$ cat config.mk
export PLATFORM = sky130hd
export DESIGN_NAME = imp_update_sched
export DESIGN_NICKNAME = d
export VERILOG_FILES = /design/src/rtl/imp_sched_pkg.sv /design/src/rtl/imp_pwrup_timer.sv /design/src/rtl/imp_code_stage.sv /design/src/rtl/imp_ready_track.sv /design/src/rtl/imp_update_sched.sv
export SDC_FILE = /design/constraint.sdc
export NUM_CORES = 1
export LEC_CHECK = 0
export ABC_AREA = 1
export BUFFER_PORTS_ARGS = -buffer_cell sky130_fd_sc_hd__clkbuf_2
export CORE_MARGIN = 5
export CORE_UTILIZATION = 52
export CTS_BUF_LIST = sky130_fd_sc_hd__clkbuf_8
export DETAILED_ROUTE_END_ITERATION = 16
export GPL_TIMING_DRIVEN = 0
export PLACE_DENSITY = 0.73
export SYNTH_ARGS = -nofsm -noshare
export SYNTH_HDL_FRONTEND = slang
export SYNTH_HIERARCHICAL = 1
export SYNTH_SLANG_ARGS = --single-unit
$ cat constraint.sdc
create_clock -name clk -period 1.5 [get_ports clk]
set_input_delay 0.15 -clock clk [delete_from_list [all_inputs] [get_ports clk]]
set_output_delay 0.15 -clock clk [all_outputs]
set_load 0.005 [all_outputs]
$ cat src/rtl/imp_sched_pkg.sv
package imp_sched_pkg;

    typedef enum logic [1:0] {
        SRC_NONE = 2'd0,
        SRC_HELD = 2'd1,
        SRC_LIVE = 2'd2
    } upd_src_e;

    // A live code beats a held one; nothing is applied while the outputs drive.
    function automatic upd_src_e pick_source(input logic idle,
                                             input logic live_vld,
                                             input logic held_vld);
        if (!idle)
            return SRC_NONE;
        if (live_vld)
            return SRC_LIVE;
        if (held_vld)
            return SRC_HELD;
        return SRC_NONE;
    endfunction

endpackage

$ cat src/rtl/imp_pwrup_timer.sv
module imp_pwrup_timer #(
    parameter int PWRUP_CYCLES = 8192
) (
    input  logic clk,
    input  logic rst,
    output logic count_done
);
    localparam int CNT_W = (PWRUP_CYCLES > 2) ? $clog2(PWRUP_CYCLES) : 1;
    localparam logic [CNT_W-1:0] TERM = CNT_W'(PWRUP_CYCLES - 1);

    logic [CNT_W-1:0] cnt;

    always_ff @(posedge clk) begin
        if (rst)
            cnt <= '0;
        else if (cnt != TERM)
            cnt <= cnt + 1'b1;
    end

    assign count_done = (cnt == TERM);

    AST_COUNT_HOLDS: assert property (@(posedge clk) disable iff (rst)
        count_done |=> count_done);
    AST_COUNT_STEPS: assert property (@(posedge clk) disable iff (rst)
        (!$past(rst) && !$past(count_done)) |-> (cnt == $past(cnt) + 1'b1));

endmodule

$ cat src/rtl/imp_code_stage.sv
module imp_code_stage
    import imp_sched_pkg::*;
#(
    parameter int CODE_W = 6
) (
    input  logic              clk,
    input  logic              rst,
    input  logic              idle,
    input  logic              live_vld,
    input  logic [CODE_W-1:0] live_code,
    output logic [CODE_W-1:0] code_out,
    output logic              upd_pulse
);
    localparam logic [CODE_W-1:0] MID_CODE = {1'b1, {(CODE_W-1){1'b0}}};

    logic [CODE_W-1:0] held_code;
    logic              held_vld;
    upd_src_e          src;

    assign src = pick_source(idle, live_vld, held_vld);

    always_ff @(posedge clk) begin
        if (rst) begin
            held_code <= MID_CODE;
            held_vld  <= 1'b0;
            code_out  <= MID_CODE;
            upd_pulse <= 1'b0;
        end else begin
            upd_pulse <= (src != SRC_NONE);
            case (src)
                SRC_LIVE: begin
                    code_out <= live_code;
                    held_vld <= 1'b0;
                end
                SRC_HELD: begin
                    code_out <= held_code;
                    held_vld <= 1'b0;
                end
                default: begin
                    if (live_vld) begin
                        held_code <= live_code;
                        held_vld  <= 1'b1;
                    end
                end
            endcase
        end
    end

    AST_CODE_ONLY_IDLE: assert property (@(posedge clk) disable iff (rst)
        (!$past(rst) && code_out != $past(code_out)) |-> $past(idle));
    AST_PULSE_NEEDS_IDLE: assert property (@(posedge clk) disable iff (rst)
        upd_pulse |-> $past(idle));
    AST_HELD_CLEARED: assert property (@(posedge clk) disable iff (rst)
        upd_pulse |-> !held_vld);
    AST_HELD_KEPT: assert property (@(posedge clk) disable iff (rst)
        (held_vld && !idle) |=> held_vld);

endmodule

$ cat src/rtl/imp_ready_track.sv
module imp_ready_track (
    input  logic clk,
    input  logic rst,
    input  logic count_done,
    input  logic idle,
    output logic ready
);
    always_ff @(posedge clk) begin
        if (rst)
            ready <= 1'b0;
        else if (count_done && idle)
            ready <= 1'b1;
    end

    AST_READY_STICKY: assert property (@(posedge clk) disable iff (rst)
        ready |=> ready);
    AST_READY_CAUSE: assert property (@(posedge clk) disable iff (rst)
        $rose(ready) |-> ($past(count_done) && $past(idle)));

endmodule

$ cat src/rtl/imp_update_sched.sv
module imp_update_sched #(
    parameter int CODE_W       = 6,
    parameter int PWRUP_CYCLES = 8192
) (
    input  logic              clk,
    input  logic              rst,
    input  logic              drv_idle,
    input  logic              cal_vld,
    input  logic [CODE_W-1:0] cal_code,
    output logic [CODE_W-1:0] z_code,
    output logic              z_update,
    output logic              z_ready
);
    logic count_done;

    imp_pwrup_timer #(.PWRUP_CYCLES(PWRUP_CYCLES)) u_timer (
        .clk        (clk),
        .rst        (rst),
        .count_done (count_done)
    );

    imp_code_stage #(.CODE_W(CODE_W)) u_code (
        .clk       (clk),
        .rst       (rst),
        .idle      (drv_idle),
        .live_vld  (cal_vld),
        .live_code (cal_code),
        .code_out  (z_code),
        .upd_pulse (z_update)
    );

    imp_ready_track u_ready (
        .clk        (clk),
        .rst        (rst),
        .count_done (count_done),
        .idle       (drv_idle),
        .ready      (z_ready)
    );

    AST_READY_AFTER_COUNT: assert property (@(posedge clk) disable iff (rst)
        z_ready |-> count_done);

endmodule

==> impl_metrics.sql, run 1 <==
INSERT INTO impl_metrics (metric_group, metric, value, unit) VALUES
('setup_path', 'worst-setup-path-type', 'flip-flop to flip-flop', ''),
('yosys', 'synth_area_per_cell', '7.19', 'µm²'),
('sta', 'final-max-slew-violation-count', '0', ''),
('power_and_ir_drop', 'peakVddDrop', '0.591', 'mV'),
('clocking', 'root_buffer_cell', 'sky130_fd_sc_hd__clkbuf_8', ''),
('die', 'core_region_area', '2730', 'µm²'),
('route', 'via_count', '1226', ''),
('sta', 'layout_min_cycle_time', '1.39', 'ns'),
('run_status', 'outcome', 'finished clean', ''),
('sta', 'final-setup-viol-count', '0', ''),
('yosys', 'synth_nets', '217', ''),
('min_path', 'hold_class', 'primary input to flip-flop', ''),
('final_layout', 'finish.net_count', '238', ''),
('sta', 'finalCritPeriodShare', '92.4', '%'),
('route', 'via_count_normalized_by_instance_count', '4.83', ''),
('setup_path', 'kind_of_start_point_of_the_critical_path', 'flip-flop', ''),
('setup_path', 'timing.critical_path.slowest_stage_cell', 'sky130_fd_sc_hd__dfxtp_2', ''),
('yosys', 'synthesis.area', '1460', 'µm²'),
('place', 'place.port_buffers', '16', ''),
('yosys', 'synth_top_cell_area_share', '38.4', '%'),
('global_route', 'via_count_of_the_first_global_routing_pass', '1146', ''),
('yosys', 'muxShareOfSynthArea', '0', '%'),
('clocking', 'clk_latency', '0.27', 'ns'),
('die', 'die-area', '3960', 'µm²'),
('clocking', 'cts_tree', 'built', ''),
('final_layout', 'final_layout_size_suffix_gt1_share', '23.3', '%'),
('setup_path', 'reg2reg_from', 'u_timer/cnt[0]', ''),
('sta', 'clock.fmax', '721', 'MHz'),
('place', 'dp_hpwl', '2030', 'µm'),
('yosys', 'yosys.area_share.adder', '3.43', '%'),
('final_layout', 'antennaDiodeCount', '0', ''),
('setup_path', 'capture_instance_of_the_worst_register_to_register_path', 'u_timer/cnt[1]', ''),
('final_layout', 'flow.area_growth_from_synthesis', '13.9', '%'),
('global_route', 'grt_pass1_wl', '4970', 'µm'),
('clocking', 'max-clock-path-buffers', '2', ''),
('clocking', 'clkTransAtPathRegs', '0.10', 'ns'),
('sta', 'maxSlewHeadroom', '60.5', '%'),
('power_and_ir_drop', 'power.static_leakage', '0.798', 'nW'),
('min_path', 'whs_endpoint', 'u_ready/ready', ''),
('setup_path', 'type_of_element_capturing_the_critical_path', 'flip-flop', ''),
('yosys', 'post_synth_inst_count', '203', ''),
('sta', 'hold_viol', '0', ''),
('setup_path', 'cp_slowest_stage_delay', '0.36', 'ns'),
('final_layout', 'utilization', '60.8', '%'),
('route', 'postRouteWirelength', '2670', 'µm'),
('job', 'cap_viol_max_count', '0', ''),
('global_route', 'grt_max_degree', '17', ''),
('min_path', 'min-delay-start', 'rst', ''),
('global_route', 'number_of_antenna_violations_at_the_first_check_in_global_routing', '0', ''),
('route', 'drtPass1Iterations', '4', ''),
('sta', 'worst_clock_skew', '0.00811', 'ns'),
('die', 'floorplan.die.height', '63.0', 'µm'),
('global_route', 'grt_overflow_total', '0', ''),
('yosys', 'yosys_reg_bits', '28', ''),
('die', 'initial_utilization', '53.4', '%'),
('yosys', 'ys_types', '24', ''),
('setup_path', 'worstPathMaxFanout', '10', ''),
('die', 'fp-row-count', '19', ''),
('yosys', 'synth_seq_area_share', '38.4', '%'),
('setup_path', 'crit_path_cell_trace', 'ha_1, nand3_2, inv_2, nand2_2, inv_4, nand2_4, buf_6, nand2_1, a21oi_1', ''),
('place', 'place_area', '1580', 'µm²'),
('setup_path', 'timing.reg2reg.worst_path_depth', '9', ''),
('route', 'drt_iter0_drc', '58', ''),
('die', 'ios', '18', ''),
('place', 'gp_congestion', '0.838', ''),
('clocking', 'tritoncts_buffers', '3', ''),
('power_and_ir_drop', 'power_density', '942', 'nW/µm²'),
('yosys', 'synth-warning-count', '6', ''),
('clocking', 'cts.repair_timing.setup_buffer_count', '0', ''),
('sta', 'rsz_0062_raised_after_global_routing', 'true', ''),
('min_path', 'holdPathStages', '2', '');
-- layout by cell type, fill, tap and decap left out --
cell type                   Yosys  layout
sky130_fd_sc_hd__a21oi_1        4       4
sky130_fd_sc_hd__a21oi_2        2       2
sky130_fd_sc_hd__a31oi_2        6       6
sky130_fd_sc_hd__buf_6          4       4
sky130_fd_sc_hd__bufinv_16      0       1
sky130_fd_sc_hd__clkbuf_1       1       1
sky130_fd_sc_hd__clkbuf_2       0      16
sky130_fd_sc_hd__clkbuf_8       0       3
sky130_fd_sc_hd__dfxtp_1       28      26
sky130_fd_sc_hd__dfxtp_2        0       2
sky130_fd_sc_hd__ha_1           4       2
sky130_fd_sc_hd__ha_2           0       2
sky130_fd_sc_hd__inv_1         29      29
sky130_fd_sc_hd__inv_2          2       2
sky130_fd_sc_hd__inv_4          1       1
sky130_fd_sc_hd__nand2_1       51      51
sky130_fd_sc_hd__nand2_2        3       3
sky130_fd_sc_hd__nand2_4        1       1
sky130_fd_sc_hd__nand3_1       20      20
sky130_fd_sc_hd__nand3_2        2       2
sky130_fd_sc_hd__nand3b_1       3       3
sky130_fd_sc_hd__nand4_1        2       2
sky130_fd_sc_hd__nor2_1        28      28
sky130_fd_sc_hd__nor2_2         4       3
sky130_fd_sc_hd__nor2_4         0       1
sky130_fd_sc_hd__nor3_1         1       1
sky130_fd_sc_hd__nor3_4         1       1
sky130_fd_sc_hd__o21ai_0        3       3
sky130_fd_sc_hd__or2_2          2       2
sky130_fd_sc_hd__xnor2_1        1       1
-- where the power goes --
| group | internal, mW | switching, mW |
|---|---|---|
| registers | 0.782 | 0.0217 |
| logic | 0.0743 | 0.0977 |
| clock network | 0.357 | 0.231 |
| total | 1.21 | 0.351 |
-- synthesized netlist by cell type, drive strengths merged --
cell	number
nand2	55
inv	32
nor2	32
dfxtp	28
nand3	22
a21oi	6
a31oi	6
buf	4
ha	4
nand3b	3
o21ai	3
nand4	2
nor3	2
or2	2
clkbuf	1
xnor2	1
-- worst max path at each step --
stage	startpoint	endpoint	slack, ns	cells past startpoint
6_report	u_timer/cnt[0]	u_timer/cnt[1]	0.11	9
3_3_place_gp	u_timer/cnt[0]	u_timer/cnt[0]	0.09	9
5_1_grt	u_code/held_vld	u_code/held_code[4]	-0.009	6
2_1_floorplan	u_timer/cnt[0]	u_timer/cnt[1]	0.22	9
4_1_cts	u_timer/cnt[1]	u_timer/cnt[1]	0.05	9
3_5_place_dp	u_timer/cnt[1]	u_timer/cnt[1]	0.06	9
-- metrics by stage --
step	instances	setup slack, ns	total power, mW	hold WS [ns]
after floorplan	203	0.218	0.935	0.212
after global placement	250	0.0859	0.988	0.378
after detailed placement	250	0.0624	0.990	0.380
after CTS	254	0.0509	1.59	0.0743
after global routing	254	-0.00922	1.66	0.0769
final	254	0.114	1.56	0.0830
-- routing by layer --
layer	vias up	track usage, %	share of wire (%)
li1	671	-	-
met1	540	18.6	46
met2	13	25.1	50
met3	2	3.24	3.9
met4	0	5.57	0.64
met5	-	0	0
-- flip-flops by register name, indices dropped and copies added (netlist names) --
| signal | cells |
|---|---|
| u_code/upd_pulse | 1 |
| u_timer/cnt | 13 |
| u_code/code_out | 6 |
| u_ready/ready | 1 |
| u_code/held_code | 6 |
| u_code/held_vld | 1 |
-- kinds of logic after synthesis --
logic type	count (synthesis)
AND/OR/NAND/NOR	118
buffers and inverters	37
flip-flops	28
AO/OA/AOI/OAI	15
adder cells (fa/ha/maj)	4
XOR/XNOR	1
-- worst max-delay path, delay by kind of cell, from the launching register on --
kind,cells,cell delay (ns)
simple gates,4,0.31
fa+ha+maj,1,0.20
buf+inv,3,0.33
flops,1,0.36
compound gates,1,0.05
-- cell type report --
type                            instances  area [µm²]
Buffer                                  5        48.8
Clock buffer                            3        41.3
Clock inverter                          1        30.0
Fill cell                             266        1070
Inverter                               32         123
Multi-Input combinational cell        138         737
Sequential cell                        28         563
Tap cell                               31        38.8
Timing Repair Buffer                   16        80.1
-- what timing repair did --
item,CTS,global route
hold endpoints to repair,0,0
setup endpoints to repair,0,17
resized for setup,0,5
Note: power is estimated with default switching activity, not from simulation.
==> run 2, diff against run 1 <==
- SYNTH_HIERARCHICAL: 1 -> unset
==> impl_metrics.sql, run 2 <==
INSERT INTO impl_metrics (metric_group, metric, value, unit) VALUES
('sta', 'final-max-slew-violation-count', '0', ''),
('job', 'cap_viol_max_count', '0', ''),
('power_and_ir_drop', 'part_of_the_total_power_dissipated_in_combinational_logic', '9.6', '%'),
('route', 'drtPass1Iterations', '4', ''),
('global_route', 'grt_pass1_wl', '4820', 'µm'),
('yosys', 'asyncSetResetFlopFracSynth', '0', '%'),
('clocking', 'max-clock-path-buffers', '2', ''),
('yosys', 'synth_top_cell_area_share', '43.2', '%'),
('final_layout', 'layout_common_cells', 'sky130_fd_sc_hd__nand2_1 (40), sky130_fd_sc_hd__dfxtp_1 (26), sky130_fd_sc_hd__inv_1 (20), sky130_fd_sc_hd__nor2_1 (20), sky130_fd_sc_hd__clkbuf_2 (17)', ''),
('setup_path', 'worstPathMaxFanout', '7', ''),
('setup_path', 'type_of_element_capturing_the_critical_path', 'flip-flop', ''),
('sta', 'final-setup-viol-count', '0', ''),
('power_and_ir_drop', 'seq_power_share', '52.7', '%'),
('final_layout', 'number_of_flip_flops_under_the_largest_register_name', '13', ''),
('power_and_ir_drop', 'peakVddDrop', '0.654', 'mV'),
('final_layout', 'mostFrequentLayoutCell', 'sky130_fd_sc_hd__nand2_1', ''),
('final_layout', 'finish.net_count', '211', ''),
('yosys', 'synth_seq_area_share', '43.2', '%'),
('route', 'met3WireLength', '116', 'µm'),
('global_route', 'via_count_of_the_first_global_routing_pass', '1173', ''),
('power_and_ir_drop', 'p_sw_share', '21.4', '%'),
('sta', 'layout_min_cycle_time', '1.39', 'ns'),
('die', 'ios', '18', ''),
('final_layout', 'layout_top_registers', 'u_timer.cnt: 13 flops, u_code.code_out: 6 flops, u_code.held_code: 6 flops', ''),
('final_layout', 'max_flop_register', 'u_timer.cnt', ''),
('route', 'drcViolationCount', '0', ''),
('yosys', 'post_synth_inst_count', '175', ''),
('place', 'placedCellCount', '222', ''),
('route', 'routedWlPerCell', '12.6', 'µm'),
('yosys', 'post_synth_most_frequent_cells', 'sky130_fd_sc_hd__nand2_1 (40), sky130_fd_sc_hd__dfxtp_1 (28), sky130_fd_sc_hd__nor2_1 (21), sky130_fd_sc_hd__inv_1 (20), sky130_fd_sc_hd__nand3_1 (17)', ''),
('final_layout', 'antennaDiodeCount', '0', ''),
('clocking', 'cts_tree', 'built', ''),
('route', 'detailroute.wirelength.met2', '1460', 'µm'),
('power_and_ir_drop', 'design_power', '1.53', 'mW'),
('setup_path', 'worst-endpoint-arrival', '1.55', 'ns'),
('die', 'die_width', '60.0', 'µm'),
('global_route', 'number_of_antenna_violations_at_the_first_check_in_global_routing', '0', ''),
('clocking', 'clkTransAtPathRegs', '0.09', 'ns'),
('yosys', 'synth-warning-count', '0', ''),
('yosys', 'synthesis.area', '1300', 'µm²'),
('route', 'met1_length', '1220', 'µm'),
('yosys', 'netlist.top_cell.by_area', 'sky130_fd_sc_hd__dfxtp_1', ''),
('final_layout', 'utilization', '63.8', '%'),
('setup_path', 'kind_of_start_point_of_the_critical_path', 'flip-flop', ''),
('sta', 'fin_tns_setup', '0', 'ns'),
('route', 'via_count', '1204', ''),
('yosys', 'ys_types', '22', ''),
('power_and_ir_drop', 'power_density', '985', 'nW/µm²'),
('yosys', 'yosys-top-cells-area', 'sky130_fd_sc_hd__dfxtp_1 (43%), sky130_fd_sc_hd__nand2_1 (12%), sky130_fd_sc_hd__nand3_1 (6.6%), sky130_fd_sc_hd__nor2_1 (6.1%), sky130_fd_sc_hd__inv_1 (5.8%)', ''),
('clocking', 'clock-sinks', '28', ''),
('sta', 'rsz_0062_raised_after_global_routing', 'false', ''),
('route', 'drt_iter0_drc', '50', ''),
('die', 'fp-row-count', '18', ''),
('power_and_ir_drop', 'p_clk_share', '37.7', '%'),
('setup_path', 'worst-setup-path-type', 'flip-flop to flip-flop', ''),
('yosys', 'synth_edf_count', '0', ''),
('clocking', 'number_of_levels_the_h_tree_was_split_into', '1', ''),
('power_and_ir_drop', 'power.static_leakage', '0.677', 'nW'),
('sta', 'worst_clock_skew', '0.00418', 'ns'),
('clocking', 'root_buffer_cell', 'sky130_fd_sc_hd__clkbuf_8', ''),
('sta', 'maxSlewHeadroom', '69.3', '%'),
('min_path', 'hold_class', 'primary input to flip-flop', ''),
('yosys', 'ys_dominant_reg_cell', 'sky130_fd_sc_hd__dfxtp_1', ''),
('final_layout', 'final_layout_size_suffix_gt1_share', '19.9', '%'),
('final_layout', 'layout.cells.non_filler', '226', ''),
('place', 'gp_congestion', '0.865', ''),
('global_route', 'grt_max_degree', '17', ''),
('min_path', 'holdPathStages', '2', ''),
('die', 'die-area', '3600', 'µm²'),
('die', 'floorplan.die.height', '60.0', 'µm'),
('die', 'core_region_area', '2430', 'µm²'),
('setup_path', 'timing.reg2reg.worst_path_depth', '6', ''),
('die', 'initial_utilization', '53.4', '%'),
('global_route', 'grt_overflow_total', '0', ''),
('clocking', 'clk_latency', '0.27', 'ns'),
('power_and_ir_drop', 'internal_power_contribution', '1.20', 'mW'),
('route', 'via_count_normalized_by_instance_count', '5.33', ''),
('yosys', 'yosys_reg_bits', '28', ''),
('final_layout', 'flow.area_growth_from_synthesis', '19.6', '%'),
('place', 'place.port_buffers', '17', ''),
('setup_path', 'critPathRequiredTime', '1.67', 'ns'),
('yosys', 'synth_area_per_cell', '7.42', 'µm²'),
('run_status', 'outcome', 'finished clean', ''),
('sta', 'worst_pin_slew', '0.460', 'ns'),
('yosys', 'most_numerous_cell_in_the_yosys_netlist', 'sky130_fd_sc_hd__nand2_1', ''),
('place', 'dp_hpwl', '2130', 'µm'),
('route', 'final_antenna_net_count', '0', ''),
('yosys', 'synth_nets', '189', ''),
('route', 'maxUsedRoutingLayer', 'met4', ''),
('route', 'postRouteWirelength', '2850', 'µm'),
('sta', 'hold_viol', '0', ''),
('clocking', 'cts_hold_buffers', '0', ''),
('sta', 'clock.fmax', '720', 'MHz'),
('sta', 'finalCritPeriodShare', '92.5', '%'),
('clocking', 'tritoncts_buffers', '3', ''),
('power_and_ir_drop', 'power.switching', '327', 'µW'),
('global_route', 'grt.total_usage', '17.6', '%');
==> run 2: cell types whose count changed after synthesis, moves of 3 or more <==
cell                       delta
sky130_fd_sc_hd__nand2_1     -11
sky130_fd_sc_hd__inv_1        -9
sky130_fd_sc_hd__nor2_1       -7
sky130_fd_sc_hd__a31oi_2      -6
sky130_fd_sc_hd__o21ai_0      +6
sky130_fd_sc_hd__a31oi_1      +5
sky130_fd_sc_hd__o211ai_1     +5
sky130_fd_sc_hd__nor2_2       -4
sky130_fd_sc_hd__nand3_1      -3
==> run 2: per-layer routing <==
layer  up-vias  GRT usage [%]
met4         0           8.23
met1       557           20.1
met3         4           3.02
met5         -              0
met2        30           31.3
li1        613              -
==> run 2: logic make-up (layout without fill, tap and decap cells) <==
kind of cell	Yosys count	count (layout)	share of synthesized area, %
flops	28	28	43.2
fa+ha+maj	4	4	3.85
simple gates	92	92	32.9
xor+xnor	1	1	0.674
buf+inv	25	46	8.38
compound gates	25	25	11.1
==> run 2: timing repair <==
action | CTS | global route
setup endpoints to repair | 25 | 25
gates resized for setup | 5 | 9
buffers inserted | 1 | 0
pin swaps | 1 | 1
==> run 2: final cells by class <==
cell class,instances,area [µm²]
Multi-Input combinational cell,122,677
Timing Repair Buffer,18,92.6
Clock buffer,3,41.3
Fill cell,210,880
Tap cell,30,37.5
Clock inverter,1,30.0
Inverter,20,75.1
Sequential cell,28,566
Buffer,4,33.8
==> run 2: stage by stage <==
| step | hold WS (ns) | setup WS (ns) | area [µm²] |
|---|---|---|---|
| floorplan | 0.219 | 0.0843 | 1300 |
| global placement | 0.371 | -0.109 | 1420 |
| detailed placement | 0.384 | -0.169 | 1420 |
| CTS | 0.103 | 0.00779 | 1510 |
| global route | 0.117 | 0.00286 | 1550 |
| finish | 0.108 | 0.112 | 1550 |
==> run 2: power by group through the flow <==
stage,clock network (mW),logic (mW),registers [mW]
after floorplan,0,0.0819,0.818
after global placement,0,0.130,0.819
after detailed placement,0,0.133,0.822
after CTS,0.590,0.139,0.805
after global routing,0.621,0.170,0.812
final,0.576,0.146,0.806
==> run 2: path summary, 6_finish.rpt <==
check / endpoint / slack (ns) / startpoint
worst min register to register: u_ready.ready / 0.47 / u_ready.ready
worst max-delay path: u_code.held_code[3] / 0.11 / u_code.held_vld
worst max register to register: u_code.held_code[3] / 0.11 / u_code.held_vld
worst min-delay path: u_timer.cnt[3] / 0.11 / rst
==> run 2: worst max-delay path: stages (launching register included) <==
cell and delay [ns]:
sky130_fd_sc_hd__dfxtp_1 0.38, sky130_fd_sc_hd__nand3_2 0.15, sky130_fd_sc_hd__ha_4 0.29, sky130_fd_sc_hd__nor2_4 0.17, sky130_fd_sc_hd__inv_1 0.13, sky130_fd_sc_hd__nor2_1 0.12
sky130_fd_sc_hd__nor2_1 0.05
